==> src/rtl/topn_pkg.sv <==
package topn_pkg;

  typedef enum logic [1:0] {
    ST_IDLE = 2'd0,
    ST_SCAN = 2'd1,
    ST_DONE = 2'd2
  } topn_state_e;

endpackage

==> src/rtl/topn_argmax.sv <==
// Combinational max finder over eligible elements; ties resolve to lower index.
module topn_argmax #(
  parameter int H  = 16,
  parameter int CW = 8,
  localparam int IW = (H > 1) ? $clog2(H) : 1
) (
  input  logic [H*CW-1:0] vals,
  input  logic [H-1:0]    elig,
  output logic            found,
  output logic [IW-1:0]   idx
);
  localparam int LV = IW;
  localparam int P  = 1 << LV;
  localparam int NN = 2 * P - 1;

  logic [CW-1:0] nv  [NN];
  logic [IW-1:0] ni  [NN];
  logic          nok [NN];

  // leaves: heap slot P-1+g holds element g, so left subtrees cover lower indices
  for (genvar g = 0; g < P; g++) begin : g_leaf
    if (g < H) begin : g_real
      assign nv[P-1+g]  = vals[g*CW +: CW];
      assign ni[P-1+g]  = IW'(g);
      assign nok[P-1+g] = elig[g];
    end else begin : g_pad
      assign nv[P-1+g]  = '0;
      assign ni[P-1+g]  = '0;
      assign nok[P-1+g] = 1'b0;
    end
  end

  for (genvar k = 0; k < P - 1; k++) begin : g_node
    logic take_l;
    assign take_l = nok[2*k+1] && (!nok[2*k+2] || (nv[2*k+1] >= nv[2*k+2]));
    assign nv[k]  = take_l ? nv[2*k+1] : nv[2*k+2];
    assign ni[k]  = take_l ? ni[2*k+1] : ni[2*k+2];
    assign nok[k] = nok[2*k+1] || nok[2*k+2];
  end

  assign found = nok[0];
  assign idx   = ni[0];

endmodule

==> src/rtl/topn_ctrl.sv <==
// Request capture, one selection pass per cycle, result hold.
module topn_ctrl
  import topn_pkg::*;
#(
  parameter int H  = 16,
  parameter int CW = 8,
  localparam int NW = $clog2(H + 1),
  localparam int IW = (H > 1) ? $clog2(H) : 1
) (
  input  logic            clk,
  input  logic            rst_n,
  input  logic            in_valid,
  output logic            in_ready,
  input  logic [H*CW-1:0] in_counts,
  input  logic [NW-1:0]   in_n,
  output logic            out_valid,
  input  logic            out_ready,
  output logic [H-1:0]    out_mask,
  output logic [H*CW-1:0] cnt_q,
  output logic [H-1:0]    elig,
  input  logic            found,
  input  logic [IW-1:0]   idx
);
  topn_state_e   state;
  logic [H-1:0]  sel;
  logic [NW-1:0] rem;
  logic [NW-1:0] n_tgt;
  logic          accept;

  assign in_ready  = (state == ST_IDLE);
  assign out_valid = (state == ST_DONE);
  assign out_mask  = sel;
  assign elig      = ~sel;
  assign accept    = in_valid && in_ready;

  always_ff @(posedge clk or negedge rst_n) begin
    if (!rst_n) begin
      state <= ST_IDLE;
      sel   <= '0;
      rem   <= '0;
      n_tgt <= '0;
      cnt_q <= '0;
    end else begin
      unique case (state)
        ST_IDLE: begin
          if (accept) begin
            cnt_q <= in_counts;
            sel   <= '0;
            rem   <= in_n;
            n_tgt <= (in_n > NW'(H)) ? NW'(H) : in_n;
            state <= (in_n == '0) ? ST_DONE : ST_SCAN;
          end
        end
        ST_SCAN: begin
          if (!found) begin
            state <= ST_DONE;
          end else begin
            sel[idx] <= 1'b1;
            rem      <= rem - NW'(1);
            if (rem == NW'(1)) state <= ST_DONE;
          end
        end
        ST_DONE: begin
          if (out_ready) state <= ST_IDLE;
        end
        default: state <= ST_IDLE;
      endcase
    end
  end

  // Independent ranking check over the captured scores.
  function automatic logic rank_ok(input logic [H-1:0] m, input logic [H*CW-1:0] c);
    logic ok;
    ok = 1'b1;
    for (int i = 0; i < H; i++) begin
      for (int j = 0; j < H; j++) begin
        if (m[i] && !m[j]) begin
          if (c[j*CW +: CW] > c[i*CW +: CW]) ok = 1'b0;
          if ((c[j*CW +: CW] == c[i*CW +: CW]) && (j < i)) ok = 1'b0;
        end
      end
    end
    return ok;
  endfunction

  p_accept_busy_r1: assert property (@(posedge clk) disable iff (!rst_n)
    (in_valid && in_ready) |=> !in_ready);

  p_popcount_r2: assert property (@(posedge clk) disable iff (!rst_n)
    out_valid |-> ($countones(out_mask) == int'(n_tgt)));

  p_rank_r3_r4: assert property (@(posedge clk) disable iff (!rst_n)
    out_valid |-> rank_ok(out_mask, cnt_q));

  p_zero_r5: assert property (@(posedge clk) disable iff (!rst_n)
    (out_valid && (n_tgt == '0)) |-> (out_mask == '0));

  p_full_r6: assert property (@(posedge clk) disable iff (!rst_n)
    (out_valid && (n_tgt == NW'(H))) |-> (&out_mask));

  p_hold_r7: assert property (@(posedge clk) disable iff (!rst_n)
    (out_valid && !out_ready) |=> (out_valid && $stable(out_mask)));

endmodule

==> src/rtl/topn_select.sv <==
module topn_select #(
  parameter int H  = 16,
  parameter int CW = 8,
  localparam int NW = $clog2(H + 1),
  localparam int IW = (H > 1) ? $clog2(H) : 1
) (
  input  logic            clk,
  input  logic            rst_n,
  input  logic            in_valid,
  output logic            in_ready,
  input  logic [H*CW-1:0] in_counts,
  input  logic [NW-1:0]   in_n,
  output logic            out_valid,
  input  logic            out_ready,
  output logic [H-1:0]    out_mask
);
  logic [H*CW-1:0] cnt_q;
  logic [H-1:0]    elig;
  logic            found;
  logic [IW-1:0]   idx;

  topn_ctrl #(.H(H), .CW(CW)) u_ctrl (
    .clk       (clk),
    .rst_n     (rst_n),
    .in_valid  (in_valid),
    .in_ready  (in_ready),
    .in_counts (in_counts),
    .in_n      (in_n),
    .out_valid (out_valid),
    .out_ready (out_ready),
    .out_mask  (out_mask),
    .cnt_q     (cnt_q),
    .elig      (elig),
    .found     (found),
    .idx       (idx)
  );

  topn_argmax #(.H(H), .CW(CW)) u_argmax (
    .vals  (cnt_q),
    .elig  (elig),
    .found (found),
    .idx   (idx)
  );

endmodule

==> config.mk <==
export PLATFORM = sky130hd
export DESIGN_NAME = topn_select
export DESIGN_NICKNAME = d
export VERILOG_FILES = /design/src/rtl/topn_pkg.sv /design/src/rtl/topn_argmax.sv /design/src/rtl/topn_ctrl.sv /design/src/rtl/topn_select.sv
export SDC_FILE = /design/constraint.sdc
export NUM_CORES = 1
export LEC_CHECK = 0
export BUFFER_PORTS_ARGS = -buffer_cell sky130_fd_sc_hd__buf_2
export CAP_MARGIN = 20
export CORE_MARGIN = 4
export CORE_UTILIZATION = 58
export DETAILED_ROUTE_END_ITERATION = 6
export HOLD_SLACK_MARGIN = 0.12
export PLACE_DENSITY = 0.82
export SYNTH_ARGS = -nofsm -noshare
export SYNTH_HDL_FRONTEND = slang
export SYNTH_SLANG_ARGS = --single-unit
==> constraint.sdc <==
create_clock -name clk -period 9.6 [get_ports clk]
set_input_delay 1.44 -clock clk [delete_from_list [all_inputs] [get_ports clk]]
set_output_delay 1.44 -clock clk [all_outputs]
set_load 0.1 [all_outputs]
# Word-level counts from Yosys, hierarchy flattened
# Index checks and enable logic that the tools add are counted.
dict set report totals {
  elab_cells 142
  reg_bits 151
  out_inout_bits 18
  inputBits 137
}
dict set report classes {
  n_addsub 1
  eq_ne 7
  bitwise_logic 2
  n_mux 43
  n_lt_le_gt_ge 17
  reduce_logical 68
}
# op n
set ops {}
lappend ops {{$ge 8x8->1} 15}
lappend ops {{$mux 8} 14}
lappend ops {{$mux 16} 2}
lappend ops {{$pmux 16 s2} 1}
lappend ops {{$logic_or 1x1->1} 30}
lappend ops {{$mux 2} 9}
lappend ops {{$logic_and 1x1->1} 17}
lappend ops {{$not 16->16} 1}
lappend ops {{$or 16x16->16} 1}
lappend ops {{$logic_not 1->1} 15}
lappend ops {{$mux 5} 2}
lappend ops {{$pmux 5 s2} 1}
lappend ops {{$mux 1} 9}
lappend ops {{$mux 3} 2}
lappend ops {{$pmux 2 s3} 1}
lappend ops {{$reduce_and 3->1} 2}
lappend ops {{$eq 5x1->1 const B} 1}
lappend ops {{$logic_not 5->1} 1}
lappend ops {{$lt 4x5->1 const B} 1}
lappend ops {{$sub 5x1->5 const B} 1}
lappend ops {{$demux 1 s4} 1}
lappend ops {{$ge 4x1->1 const B} 1}
lappend ops {{$mux 4} 1}
lappend ops {{$ne 2x1->1 const B} 2}
lappend ops {{7 further kinds} 7}

# Depth between registers and ports, before layout
# Gate-level depths: netlist of the first run.
dict set report depth {
  ltp_word 24
  ltp_mapped 36
  depth_no_buf 33
}

# Hierarchy
# A second synthesis of the first run with hierarchy kept.
dict set report unflattened {
  hier_cells 1005
  hier_area_um2 10532.6
}
# mod n_inst area_per_inst_um2 cells_each seq_area_each_um2
set by_module_without_submodules {}
lappend by_module_without_submodules {topn_ctrl 1 5990.7 400 3778.6}
lappend by_module_without_submodules {topn_argmax 1 4541.9 605 0.0}

# Worst setup path after synthesis of the first run
# Ideal clock, no wire load.
dict set report synth_timing {
  path_type {register to register}
  start {register u_ctrl.sel[5] (netlist: u_ctrl.out_mask[5])}
  end {register u_ctrl.sel[10] (netlist: u_ctrl.out_mask[10])}
  slack_ns 2.532
  arrival_time_ns 6.992
  synth_period_minus_slack_ns 7.068
  setup_ns 0.077
  t_required_ns 9.523
  n_path_buf 3
  path_stages_with_launch 32
  path_cell_list {dfrtp_1 -> nor2_1 -> nand2_1 -> a21oi_1 -> a221o_1 -> clkbuf_1 -> mux2i_1 -> inv_1 -> ha_1 -> a21o_1 -> a31oi_1 -> o21ai_1 -> a31oi_1 -> a21o_1 -> clkbuf_1 -> mux2i_1 -> inv_1 -> ha_1 -> a41o_1 -> or3_1 -> a211oi_1 -> nor2_1 -> nand2_1 -> clkbuf_1 -> mux2_2 -> ha_1 -> a21o_1 -> a31oi_1 -> o2111ai_1 -> and3_1 -> or4b_1 -> o21ai_1}
}
dict set report synth_via {
  elab_chain_cells 24
  word_cells_on_any_way 35
  classes_between {5 x order compare; 1 x eq/ne; 11 x mux; 2 x bitwise; 16 x reduce/logical}
}
# element line
set synth_rtl {}
lappend synth_rtl {{start, declared} topn_ctrl.sv:25} ;# logic [H-1:0] sel;
lappend synth_rtl {{start signal, assigned} topn_ctrl.sv:39} ;# sel <= '0;
lappend synth_rtl {{start signal, assigned} topn_ctrl.sv:48} ;# sel <= '0;
lappend synth_rtl {{start signal, assigned by index} topn_ctrl.sv:58} ;# sel[idx] <= 1'b1;
lappend synth_rtl {{$not 16->16 *} topn_ctrl.sv:33} ;# assign elig = ~sel;
lappend synth_rtl {{$logic_not 1->1} topn_argmax.sv:35} ;# assign take_l = nok[2*k+1] && (!nok[2*k+2] || (nv[2*k+1] >= nv[2*k+2]));
lappend synth_rtl {{$logic_or 1x1->1} topn_argmax.sv:35}
lappend synth_rtl {{$logic_and 1x1->1} topn_argmax.sv:35}
lappend synth_rtl {{$mux 8} topn_argmax.sv:36} ;# assign nv[k] = take_l ? nv[2*k+1] : nv[2*k+2];
lappend synth_rtl {{$ge 8x8->1} topn_argmax.sv:35}
lappend synth_rtl {{$logic_or 1x1->1} topn_argmax.sv:35}
lappend synth_rtl {{$logic_and 1x1->1} topn_argmax.sv:35}
lappend synth_rtl {{(+8 left out)} --}
lappend synth_rtl {{$mux 4} topn_argmax.sv:37} ;# assign ni[k] = take_l ? ni[2*k+1] : ni[2*k+2];
lappend synth_rtl {{$lt 4x5->1 (implied by the code) / $ge 4x1->1 (equally long branches)} topn_ctrl.sv:58}
lappend synth_rtl {{$logic_and 1x1->1 (implied by the code)} topn_ctrl.sv:58}
lappend synth_rtl {{$mux 1 (implied by the code)} topn_ctrl.sv:58}
lappend synth_rtl {{$demux 1 s4} --}
lappend synth_rtl {{$or 16x16->16 (no line)} --}
lappend synth_rtl {{$mux 16} topn_ctrl.sv:55} ;# if (!found) begin
lappend synth_rtl {{$pmux 16 s2} topn_ctrl.sv:44} ;# unique case (state)
# Every way passes the cells marked *; elsewhere a longest branch is shown, timed or not. The select of a mux whose other input is x is not followed.
# A chain may end at the register's enable or synchronous reset.

# Worst setup path in the final report of the first run
dict set report layout_timing {
  start {register u_ctrl.cnt_q[71]}
  end {register u_ctrl.sel[11] (netlist: u_ctrl.out_mask[11])}
}
dict set report layout_via {
  elab_chain_cells 23
  word_cells_on_any_way 27
  classes_between {6 x order compare; 11 x mux; 1 x bitwise; 9 x reduce/logical}
}
# element line
set layout_rtl {}
lappend layout_rtl {{start, declared} topn_ctrl.sv:19} ;# output logic [H*CW-1:0] cnt_q,
lappend layout_rtl {{start signal, assigned} topn_ctrl.sv:47} ;# cnt_q <= in_counts;
lappend layout_rtl {{$ge 8x8->1} topn_argmax.sv:35}
lappend layout_rtl {{$logic_or 1x1->1} topn_argmax.sv:35}
lappend layout_rtl {{$logic_and 1x1->1} topn_argmax.sv:35}
lappend layout_rtl {{$mux 8} topn_argmax.sv:36}
lappend layout_rtl {{$ge 8x8->1} topn_argmax.sv:35}
lappend layout_rtl {{$logic_or 1x1->1} topn_argmax.sv:35}
lappend layout_rtl {{$logic_and 1x1->1} topn_argmax.sv:35}
lappend layout_rtl {{$mux 8} topn_argmax.sv:36}
lappend layout_rtl {{(+7 left out)} --}
lappend layout_rtl {{$mux 4 *} topn_argmax.sv:37}
lappend layout_rtl {{$lt 4x5->1 (implied by the code) / $ge 4x1->1 (equally long branches)} topn_ctrl.sv:58}
lappend layout_rtl {{$logic_and 1x1->1 (implied by the code)} topn_ctrl.sv:58}
lappend layout_rtl {{$mux 1 (implied by the code)} topn_ctrl.sv:58}
lappend layout_rtl {{$demux 1 s4 *} --}
lappend layout_rtl {{$or 16x16->16 (no line) *} --}
lappend layout_rtl {{$mux 16 *} topn_ctrl.sv:55}
lappend layout_rtl {{$pmux 16 s2 *} topn_ctrl.sv:44}
# Marks and branches as above.

==> summary.txt, run 1 <==
Placed design
  • PortBufs: between 150 and 200
  • HPWL Detailed: 16.8 mm
  • Gpl congestion: 0.901

Synth
  • Synth cell types: 61
  • Most common flop cell mapped by yosys: dfrtp_1
  • Sequential element share of the synthesized area: between 30% and 40%
  • Syn Area/Cell: 8.78 um^2
  • Post-synthesis sequential element count: 151
  • Syn Nets: ~1400
  • Post-synth EDFFs: 0
  • Asr flop ratio synth: 100%
  • Post-Syn Area: 9990 um^2
  • Synthesis warning total: 0
  • Mapped Cells: 1138

Timing
  • Worst-Margin Slew: 957 ps
  • Unrepaired setup endpoints after global routing: false
  • Max Freq: 0.132 GHz
  • Fin Setup TNS: 0 ps
  • Worst Skew: between 9 and 10 ps
  • Hold Worst Slack: 506 ps
  • Final Hold Viols: 0
  • Pins Over Slew Limit: 0
  • Setup Viol. Count Final: 0
  • Final period utilization: 79.0%
  • Slew margin rel.: a little over a third
  • Tmin final: around 7600 ps

Cells and area
  • Multi-input gate area: 5610 um^2
  • Proportion of layout cells with a drive suffix above 1: 16.9%
  • Register Area: around 3800 um^2
  • # diodes: 0
  • Fin nets: 1530
  • Fillers: 1351
  • Area grow syn2layout: 15.0%

Min path
  • Hold Path Class: reg2reg
  • Hold path cells: 2

Die
  • Die X: 139 um
  • Row cnt: 47
  • DIE HEIGHT: 139 um
  • Placeable Area: 16700 um^2
  • Die Area: slightly below 20000 um^2
  • Initial Util: 59.8%
  • Top Ports: 155

Clock network
  • Clock latency on the worst-skew pair: 430 ps
  • Cts hold-fix bufs: 0
  • Clk root buf: clkbuf_16
  • Clk pin slew, worst setup/hold paths: 60 ps
  • Post-CTS Setup Bufs: 0
  • H-tree depth: 4
  • Clk sink count: 151
  • Total CTS buffers: 17
  • CTS tree: built
  • Clock tree buffer depth: 2
  • Post-CTS Resized: 0

Global route
  • Global-route wire length before repair: 38.7 mm
  • Vias in the first global route: about 8300
  • GR Util All Layers: 24.0%
  • Initial antenna violation count: 0
  • Grt ovf: 0
  • Largest net degree at the start of global routing: 102

Drt
  • Final WL: approximately 23 mm
  • Post-route DRC: 0
  • Detailed-route via count: 8232
  • Via/cell ratio: 5.47
  • TritonRoute pass-1 iters: 5
  • Antenna Nets Post-Route: 0
  • Routed WL per cell: around 15 um
  • DRT iter0 DRCs: about 450

Setup path
  • WP data arrival: 7930 ps
  • Most frequent cell on the critical path: ha_1
  • CP Data Required Time: 9950 ps
  • CP max FO: 17
  • CP max stage cell: o21ai_1
  • Setup CP Type: reg2reg
  • Reg2reg path depth: 28
  • Crit path largest cell delay: 700 ps
  • Setup crit end kind: flip-flop
  • Worst Setup Start Kind: flip-flop

Status
  • Status: finished, final reports clean

Run
  • Max Cap Viol: 0
## placed cells by master, fill, tap and decap left out, types with 8 or more instances in the layout
cell / instances
nand2_1: 286
buf_2: 153
dfrtp_1: 151
ha_1: 121
inv_1: 111
mux2i_1: 86
o21ai_0: 78
a21oi_1: 45
nor2_1: 35
nand3_1: 23
clkbuf_16: 17
o21ai_1: 15
nand2b_1: 12
a21o_1: 10
nor2b_1: 9
mux2_2: 8
a22o_1: 8
## synth_stat cells (4+ instances only)
cell      instances  area share (%)
dfrtp_1         151              38
a21boi_1          4            0.30
nor2_1           35             1.3
inv_1           111             4.2
mux2_2            8            0.90
mux2_1            6            0.68
a221o_1           7            0.70
ha_1            121              15
o211ai_1          6            0.45
and3_1            4            0.25
mux2i_1          86             8.6
nand4_1           7            0.44
a21o_1           10            0.75
nand3_1          23             1.2
a22o_1            8            0.70
clkbuf_1         30             1.1
o21ai_1          15            0.75
buf_1             9            0.34
o21ai_0          78             3.9
nand2_1         287              11
nand2b_1         12            0.75
o22ai_1           5            0.31
nor2b_1           9            0.56
a211oi_1          4            0.30
a21oi_1          45             2.3
a31oi_1           5            0.31
## through the flow
stage,utilization (%),cells,worst slack [ps],cell area (um^2)
after floorplan,-,1138,2530,9990
after global placement,65.2,1471,1960,10900
after detailed placement,65.2,1471,1750,10900
after CTS,68.7,1503,1670,11500
after global routing,68.8,1505,1490,11500
final,68.8,1505,2020,11500
## cells by family (layout without fill, tap and decap cells)
| group | count (synthesis) | in the layout | synth area share, % |
|---|---|---|---|
| simple gates | 396 | 396 | 16.8 |
| buf+inv | 155 | 302 | 6.01 |
| compound gates | 212 | 212 | 13.6 |
| flops | 151 | 151 | 37.8 |
| mux | 103 | 103 | 10.6 |
| fa+ha+maj | 121 | 121 | 15.2 |
## critical path, delay by kind of cell (launching register included)
| family | cells | cell delay, ps |
|---|---|---|
| buffers and inverters | 2 | 330 |
| DFF | 1 | 410 |
| AOI/OAI and AO/OA | 13 | 3300 |
| muxes | 3 | 1040 |
| adders and majority gates | 4 | 1190 |
| and+or+nand+nor | 6 | 1220 |
## state kept, by name, indices dropped and copies added (netlist names)
name and count:
u_ctrl.state 2, u_ctrl.out_mask 16, u_ctrl.cnt_q 128, u_ctrl.rem 5
## layout make-up
type,count,share of cell area (%)
Clock inverter,14,1.30
Clock buffer,18,3.82
Timing Repair Buffer,159,7.09
Inverter,111,3.63
Tap cell,220,2.40
Sequential cell,151,32.9
Multi-Input combinational cell,832,48.9
## per-layer routing
metal | global-route usage [%] | routed length (um) | up-vias
met2 | 39.5 | 10900 | 190
li1 | - | - | 4151
met4 | 7.83 | 422 | 0
met5 | 0 | 0 | -
met3 | 5.01 | 1130 | 37
met1 | 31.8 | 10200 | 3854
## worst paths after layout
check / start / to / slack (ps)
hold reg to reg: u_ctrl.cnt_q[54] / u_ctrl.cnt_q[54] / 510
min in group asynchronous: rst_n / u_ctrl.cnt_q[50] / 1110
setup reg to reg: u_ctrl.cnt_q[71] / u_ctrl.out_mask[11] / 2020
setup / recovery: u_ctrl.cnt_q[71] / u_ctrl.out_mask[11] / 2020
max in group asynchronous: rst_n / u_ctrl.cnt_q[100] / 7310
hold / removal: u_ctrl.cnt_q[54] / u_ctrl.cnt_q[54] / 510
Power of run 1 is not shown: default switching activity piles up to over one toggle a cycle in this logic, so the estimate is an artifact.
==> run 2, diff against run 1 <==
--- a/config.mk
+++ b/config.mk
@@ -8,10 +8,10 @@
 export BUFFER_PORTS_ARGS = -buffer_cell sky130_fd_sc_hd__buf_2
 export CAP_MARGIN = 20
 export CORE_MARGIN = 4
-export CORE_UTILIZATION = 58
+export CORE_UTILIZATION = 52
 export DETAILED_ROUTE_END_ITERATION = 6
 export HOLD_SLACK_MARGIN = 0.12
-export PLACE_DENSITY = 0.82
+export PLACE_DENSITY = 0.78
 export SYNTH_ARGS = -nofsm -noshare
 export SYNTH_HDL_FRONTEND = slang
 export SYNTH_SLANG_ARGS = --single-unit
==> constraint.sdc (replaced) <==
create_clock -name clk -period 6.4 [get_ports clk]
set_input_delay 0.96 -clock clk [delete_from_list [all_inputs] [get_ports clk]]
set_output_delay 0.96 -clock clk [all_outputs]
set_load 0.1 [all_outputs]
==> run 2 against run 1 <==
- the flow now finishes with violations (negative setup slack)
- wire length rose by 17%
- sequential share of layout area fell by 3.4 points
- via count rose by 7.8%
- hold slack improved by 6.8 ps
- fmax rose by 12%
- core utilization fell by 0.28 points
- global-route usage rose by 0.29 points
- largest cell class unchanged
==> summary.txt, run 2 (synthesis gave the netlist of run 1 again) <==
Timing
  • Tmin final: 6750 ps (-828 ps)
  • Fin Setup TNS: -4260 ps (-4260 ps)
  • Final Hold Viols: 0 (unchanged)
  • Worst-Margin Slew: 959 ps (+2.20 ps)
  • Final period utilization: 105% (+27 points)
  • Max Freq: 0.148 GHz (+12%)
  • Final WS setup: -351 ps (-2370 ps)
  • Worst Skew: 9.13 ps (-0.629 ps)
  • Setup Viol. Count Final: 16 (+16)
  • Pins Over Slew Limit: 0 (unchanged)
  • Unrepaired setup endpoints after global routing: true
  • Slew margin rel.: 36.0% (-0.15 points)

Cells and area
  • # diodes: 0 (unchanged)
  • Most common cell after layout, fill and taps aside: nand2_1
  • Largest Register: u_ctrl.cnt_q
  • Area grow syn2layout: 28.7%
  • Most frequent cells in the layout: 283 x nand2_1, 153 x buf_2, 144 x dfrtp_1
  • Proportion of layout cells with a drive suffix above 1: 28.9% (+12 points)
  • Largest register FFs: 128 (unchanged)
  • Final non-filler cell total: 1610 (+7.0%)
  • Fillers: 1431 (+5.9%)
  • Fin nets: 1621 (+5.9%)

Global route
  • Global-route wire length before repair: 43.0 mm (+11%)
  • Initial antenna violation count: 0 (unchanged)
  • Vias in the first global route: 9031 (+9.1%)
  • Largest net degree at the start of global routing: 98 (-3.9%)
  • Grt ovf: 0 (unchanged)
  • GR Util All Layers: 24.3% (+0.29 points)

Setup path
  • CP max FO: 6 (-11)
  • R2R Setup Slk: -350 ps (-2370 ps)
  • Critical Path Sink: u_ctrl.out_mask[10]
  • CP max stage cell: or4b_4
  • Reg2reg start: u_ctrl.cnt_q[104]
  • Reg2reg path depth: 29 (+3.6%)
  • Setup crit end kind: flip-flop
  • FF-to-FF End: u_ctrl.out_mask[10]
  • Most frequent cell on the critical path: ha_1
  • WP data arrival: 7100 ps (-830 ps)
  • CP Data Required Time: 6750 ps (-3200 ps)
  • CP top delay family: compound AO/OA/AOI/OAI gates
  • Setup CP Type: reg2reg
  • Worst Setup Start Kind: flip-flop
  • Cell count along the critical path: 29 (+3.6%)
  • CP startpoint: u_ctrl.cnt_q[104]
  • Crit path largest cell delay: 540 ps (-160 ps)
  • CP bufs+invs: 4 (+2)

Die
  • Die Area: 21500 um^2 (+11%)
  • Placeable Area: 18800 um^2 (+12%)
  • Row cnt: 50 (+6.4%)
  • DIE HEIGHT: 147 um (+5.3%)
  • Die X: 147 um (+5.3%)
  • Initial Util: 53.2% (-6.6 points)
  • Top Ports: 155 (unchanged)

Clock network
  • CTS tree: built
  • Clk root buf: clkbuf_16
  • Clk sink count: 151 (unchanged)
  • Clk pin slew, worst setup/hold paths: 60 ps (about the same)
  • Total CTS buffers: 17 (unchanged)
  • Clock tree buffer depth: 2 (unchanged)
  • H-tree depth: 4 (unchanged)
  • Clock latency on the worst-skew pair: 430 ps (about the same)

Drt
  • DR WL met2: 13.1 mm (+20%)
  • Via/cell ratio: 5.51 (+0.80%)
  • Detailed-route via count: 8877 (+7.8%)
  • Met3 routed WL: 1.28 mm (+13%)
  • DRT iter0 DRCs: 522 (+15%)
  • Post-route DRC: 0 (unchanged)
  • Antenna Nets Post-Route: 0 (unchanged)
  • Routed WL per cell: 16.4 um (+9.1%)
  • Top layer in use: met4
  • Final WL: 26.5 mm (+17%)
  • TritonRoute pass-1 iters: 7 (+2)
  • Wire length on met1: 11.4 mm (+12%)

Status
  • Violated checks: negative setup slack
  • Status: finished with violations

Min path
  • Hold Path Class: reg2reg

Run
  • Max Cap Viol: 0 (unchanged)

Placed design
  • PortBufs: 154 (unchanged)
  • Gpl congestion: 0.883 (-2.0%)
  • HPWL Detailed: 18.1 mm (+8.2%)
  • Placed instance count: 1554 (+5.6%)
## run 2: cell count changes in the layout (fill, tap and decap cells not counted), sizes merged
cell,delta
buf,+91
clkbuf,+4
clkinv,-2
clkinvlp,-1
inv,-1
## run 2: final cells by class
cell class              count  area (um^2)  area share, %
multi-input cells         832         6220           48.4
flip-flops and latches    151         3790           29.5
repair buffers            250         1540           12.0
clock buffers              22          474           3.69
inverters                 111          417           3.24
well taps                 234          293           2.28
clock inverters            10          119          0.925
## run 2: worst min path at each step
stage                startpoint  slack (ps)  depth (start not counted)          endpoint
4_1_cts         u_ctrl.cnt_q[2]         510                          2   u_ctrl.cnt_q[2]
6_report        u_ctrl.cnt_q[2]         510                          2   u_ctrl.cnt_q[2]
3_5_place_dp    u_ctrl.cnt_q[2]         500                          2   u_ctrl.cnt_q[2]
2_1_floorplan  u_ctrl.cnt_q[65]         470                          2  u_ctrl.cnt_q[65]
5_1_grt        u_ctrl.cnt_q[98]         530                          2  u_ctrl.cnt_q[98]
3_3_place_gp    u_ctrl.cnt_q[2]         490                          2   u_ctrl.cnt_q[2]
## run 2: metrics by stage
| stage | area [um^2] | hold slack, ps | setup slack, ps | utilization [%] |
|---|---|---|---|---|
| final | 12900 | 513 | -351 | 68.5 |
| after global routing | 12900 | 534 | -559 | 68.5 |
| after CTS | 12500 | 511 | -64.0 | 66.8 |
| after detailed placement | 11400 | 496 | -357 | 60.9 |
| after global placement | 11400 | 492 | -148 | 60.9 |
| after floorplan | 10000 | 467 | 0.0826 | - |
## run 2: timing repair
action                     in CTS  in global routing
pin swaps                      31                 11
hold buffers                    0                  0
setup endpoints to repair      16                 16
resized for setup              68                 51
setup buffers                  19                  5
## run 2: routing by layer
metal  vias to the layer above  track usage, %
met1                      4230            30.7
met2                       262            41.9
met3                        59            4.47
met4                         0            8.28
li1                       4326               -
met5                         -               0
## run 2: worst min-delay path: cells and delay by family (launching register included)
kind / cells / cell delay (ps)
simple gates: 2 / 120
flops: 1 / 370
Power of run 2 is left out for the same reason.
==> run 3, diff against run 2 <==
--- a/config.mk
+++ b/config.mk
@@ -5,13 +5,14 @@
 export SDC_FILE = /design/constraint.sdc
 export NUM_CORES = 1
 export LEC_CHECK = 0
+export ABC_AREA = 1
 export BUFFER_PORTS_ARGS = -buffer_cell sky130_fd_sc_hd__buf_2
 export CAP_MARGIN = 20
 export CORE_MARGIN = 4
-export CORE_UTILIZATION = 52
+export CORE_UTILIZATION = 58
 export DETAILED_ROUTE_END_ITERATION = 6
 export HOLD_SLACK_MARGIN = 0.12
-export PLACE_DENSITY = 0.78
+export PLACE_DENSITY = 0.82
 export SYNTH_ARGS = -nofsm -noshare
 export SYNTH_HDL_FRONTEND = slang
 export SYNTH_SLANG_ARGS = --single-unit
==> constraint.sdc (replaced) <==
create_clock -name clk -period 7.4 [get_ports clk]
set_input_delay 1.11 -clock clk [delete_from_list [all_inputs] [get_ports clk]]
set_output_delay 1.11 -clock clk [all_outputs]
set_load 0.1 [all_outputs]
==> run 3 against run 2 <==
- the flow now finishes without violations
- clock skew rose by 0.74 ps
- synthesized area is 0.34% lower
- final area is 11% lower
- hold slack lost 5.9 ps
- synthesized cell count up 17%
- count of clock-buffer cells in the layout is the same
- register-to-register slack improved by 1000 ps
- wire length fell by 10%
- global-route usage grew 0.61 points
- critical path depth increased by 7
- flip-flop and latch count did not move
- core utilization up 0.25 points
==> summary.txt, run 3 <==
Timing
  • Final period utilization: 90.7% (-15 points)
  • Worst-Margin Slew: 897 ps (-62.7 ps)
  • Unrepaired setup endpoints after global routing: false
  • Final Hold Viols: 0 (unchanged)
  • Tmin final: 6710 ps (-40.1 ps)
  • Setup Viol. Count Final: 0 (-16)
  • Max Freq: 0.149 GHz (+0.60%)
  • Slew margin rel.: 40.2% (+4.2 points)
  • Pins Over Slew Limit: 0 (unchanged)
  • Fin Setup TNS: 0 ps (+4260 ps)
  • Worst Skew: 9.88 ps (+0.743 ps)

Die
  • Row cnt: 47 (-6.0%)
  • Top Ports: 155 (unchanged)
  • Initial Util: 59.6% (+6.4 points)
  • Placeable Area: 16700 um^2 (-11%)
  • DIE HEIGHT: 139 um (-5.2%)
  • Die Area: 19300 um^2 (-10%)
  • Die X: 139 um (-5.2%)

Drt
  • TritonRoute pass-1 iters: 5 (-2)
  • Post-route DRC: 0 (unchanged)
  • Detailed-route via count: 9118 (+2.7%)
  • Routed WL per cell: 14.0 um (-15%)
  • DRT iter0 DRCs: 624 (+20%)
  • Antenna Nets Post-Route: 0 (unchanged)
  • Final WL: 23.8 mm (-10%)
  • Via/cell ratio: 5.38 (-2.5%)

Synth
  • Top cell type's share of synthesized area: 38.0% (+0.13 points)
  • Syn Area/Cell: 7.48 um^2 (-15%)
  • Post-synth EDFFs: 0 (unchanged)
  • Most common flop cell mapped by yosys: dfrtp_1
  • Synthesis warning total: 0 (unchanged)
  • Mapped Cells: 1331 (+17%)
  • Syn Nets: 1589 (+14%)
  • Asr flop ratio synth: 100% (unchanged)
  • Main area contributors after synthesis: dfrtp_1 38%, nand2_1 17%, ha_1 15%
  • Count leader, synth: nand2_1
  • Post-Syn Area: 9950 um^2 (-0.34%)
  • Synth cell types: 41 (-33%)
  • Sequential element share of the synthesized area: 38.0% (+0.13 points)
  • Largest area contributor in the netlist: dfrtp_1
  • Post-synth top cells: 441 x nand2_1, 151 x dfrtp_1, 139 x o21ai_0
  • Post-synthesis sequential element count: 151 (unchanged)

Clock network
  • Clock tree buffer depth: 2 (unchanged)
  • Clk root buf: clkbuf_16
  • CTS tree: built
  • Clock latency on the worst-skew pair: 430 ps (about the same)
  • Clk pin slew, worst setup/hold paths: 60 ps (about the same)
  • Cts hold-fix bufs: 0 (unchanged)
  • Post-CTS Resized: 0 (-100%)
  • Post-CTS Setup Bufs: 0 (-19)
  • Clk sink count: 151 (unchanged)
  • H-tree depth: 4 (unchanged)
  • Total CTS buffers: 17 (unchanged)

Global route
  • Global-route wire length before repair: 40.2 mm (-6.4%)
  • Largest net degree at the start of global routing: 101 (+3.1%)
  • Vias in the first global route: 8787 (-2.7%)
  • Grt ovf: 0 (unchanged)
  • Initial antenna violation count: 0 (unchanged)
  • GR Util All Layers: 24.9% (+0.61 points)

Cells and area
  • Fillers: 1437 (+0.42%)
  • Most frequent cells in the layout: 438 x nand2_1, 153 x buf_2, 151 x dfrtp_1
  • Proportion of layout cells with a drive suffix above 1: 14.4% (-14 points)
  • Most common cell after layout, fill and taps aside: nand2_1
  • Largest register FFs: 128 (unchanged)
  • # diodes: 0 (unchanged)
  • Area grow syn2layout: 15.3%
  • Fin nets: 1723 (+6.3%)
  • Largest Register: u_ctrl.cnt_q

Placed design
  • Gpl congestion: 0.905 (+2.5%)
  • PortBufs: 154 (unchanged)
  • HPWL Detailed: 17.9 mm (-0.95%)

Setup path
  • Most frequent cell on the critical path: nand2_1
  • Reg2reg start: u_ctrl.cnt_q[25]
  • Setup CP Type: reg2reg
  • WP data arrival: 7060 ps (-40 ps)
  • CP max stage cell: nand2_1
  • Crit path largest cell delay: 410 ps (-130 ps)
  • Worst Setup Start Kind: flip-flop
  • CP max FO: 19 (+13)
  • Setup crit end kind: flip-flop
  • CP Data Required Time: 7750 ps (+1000 ps)
  • CP startpoint: u_ctrl.cnt_q[25]

Min path
  • Hold Path Class: reg2reg
  • Worst Hold Launch: u_ctrl.cnt_q[99]

Run
  • Max Cap Viol: 0 (unchanged)

Status
  • Status: finished, final reports clean
run 3: final cells by class:
cell class / count / area [um^2] / share of cell area (%)
Inverter: 144 / 541 / 4.71
Tap cell: 220 / 275 / 2.40
Timing Repair Buffer: 159 / 827 / 7.20
Sequential cell: 151 / 3780 / 32.9
Clock buffer: 22 / 484 / 4.22
Multi-Input combinational cell: 992 / 5480 / 47.7
Clock inverter: 8 / 97.6 / 0.850
run 3: cells by family (layout without fill, tap and decap cells):
logic type | after synthesis | in the layout | share of synthesized area [%]
fa+ha+maj | 121 | 121 | 15.2
buf+inv | 188 | 333 | 7.23
simple gates | 560 | 560 | 22.8
flops | 151 | 151 | 38.0
compound gates | 311 | 311 | 16.9
run 3: per-stage QoR:
step	instance area [um^2]	util [%]	setup slack, ps	instances	hold WS, ps
finish	11500	68.8	689	1696	507
global route	11500	68.8	18.3	1696	533
CTS	11400	68.5	600	1695	510
detailed placement	10900	65.1	651	1665	493
global placement	10900	65.1	815	1665	484
floorplan	9950	-	1500	1331	462
run 3: path summary, 6_finish.rpt:
path                            slack [ps]             endpoint  cells after the start
worst max-delay path                   690  u_ctrl.out_mask[13]                     36
worst min-delay path                   510     u_ctrl.cnt_q[99]                      2
worst max register to register         690  u_ctrl.out_mask[13]                     36
worst min register to register         510     u_ctrl.cnt_q[99]                      2
max in group asynchronous             5430     u_ctrl.cnt_q[90]                      2
min in group asynchronous              770     u_ctrl.cnt_q[14]                      1
run 3: layer usage:
metal	up-vias	global-route usage [%]	routed length, um
li1	4667	-	-
met1	4195	34.9	11300
met2	221	40.4	10900
met3	35	4.03	1260
met4	0	6.59	363
met5	-	0	0
run 3: worst max-delay path: cells and delay by family (launching register included):
kind	cells	cell delay, ps
AOI/OAI and AO/OA	17	2400
adders and majority gates	4	1220
buffers and inverters	3	630
DFF	1	360
and+or+nand+nor	12	1990
Power of run 3 is left out for the same reason.
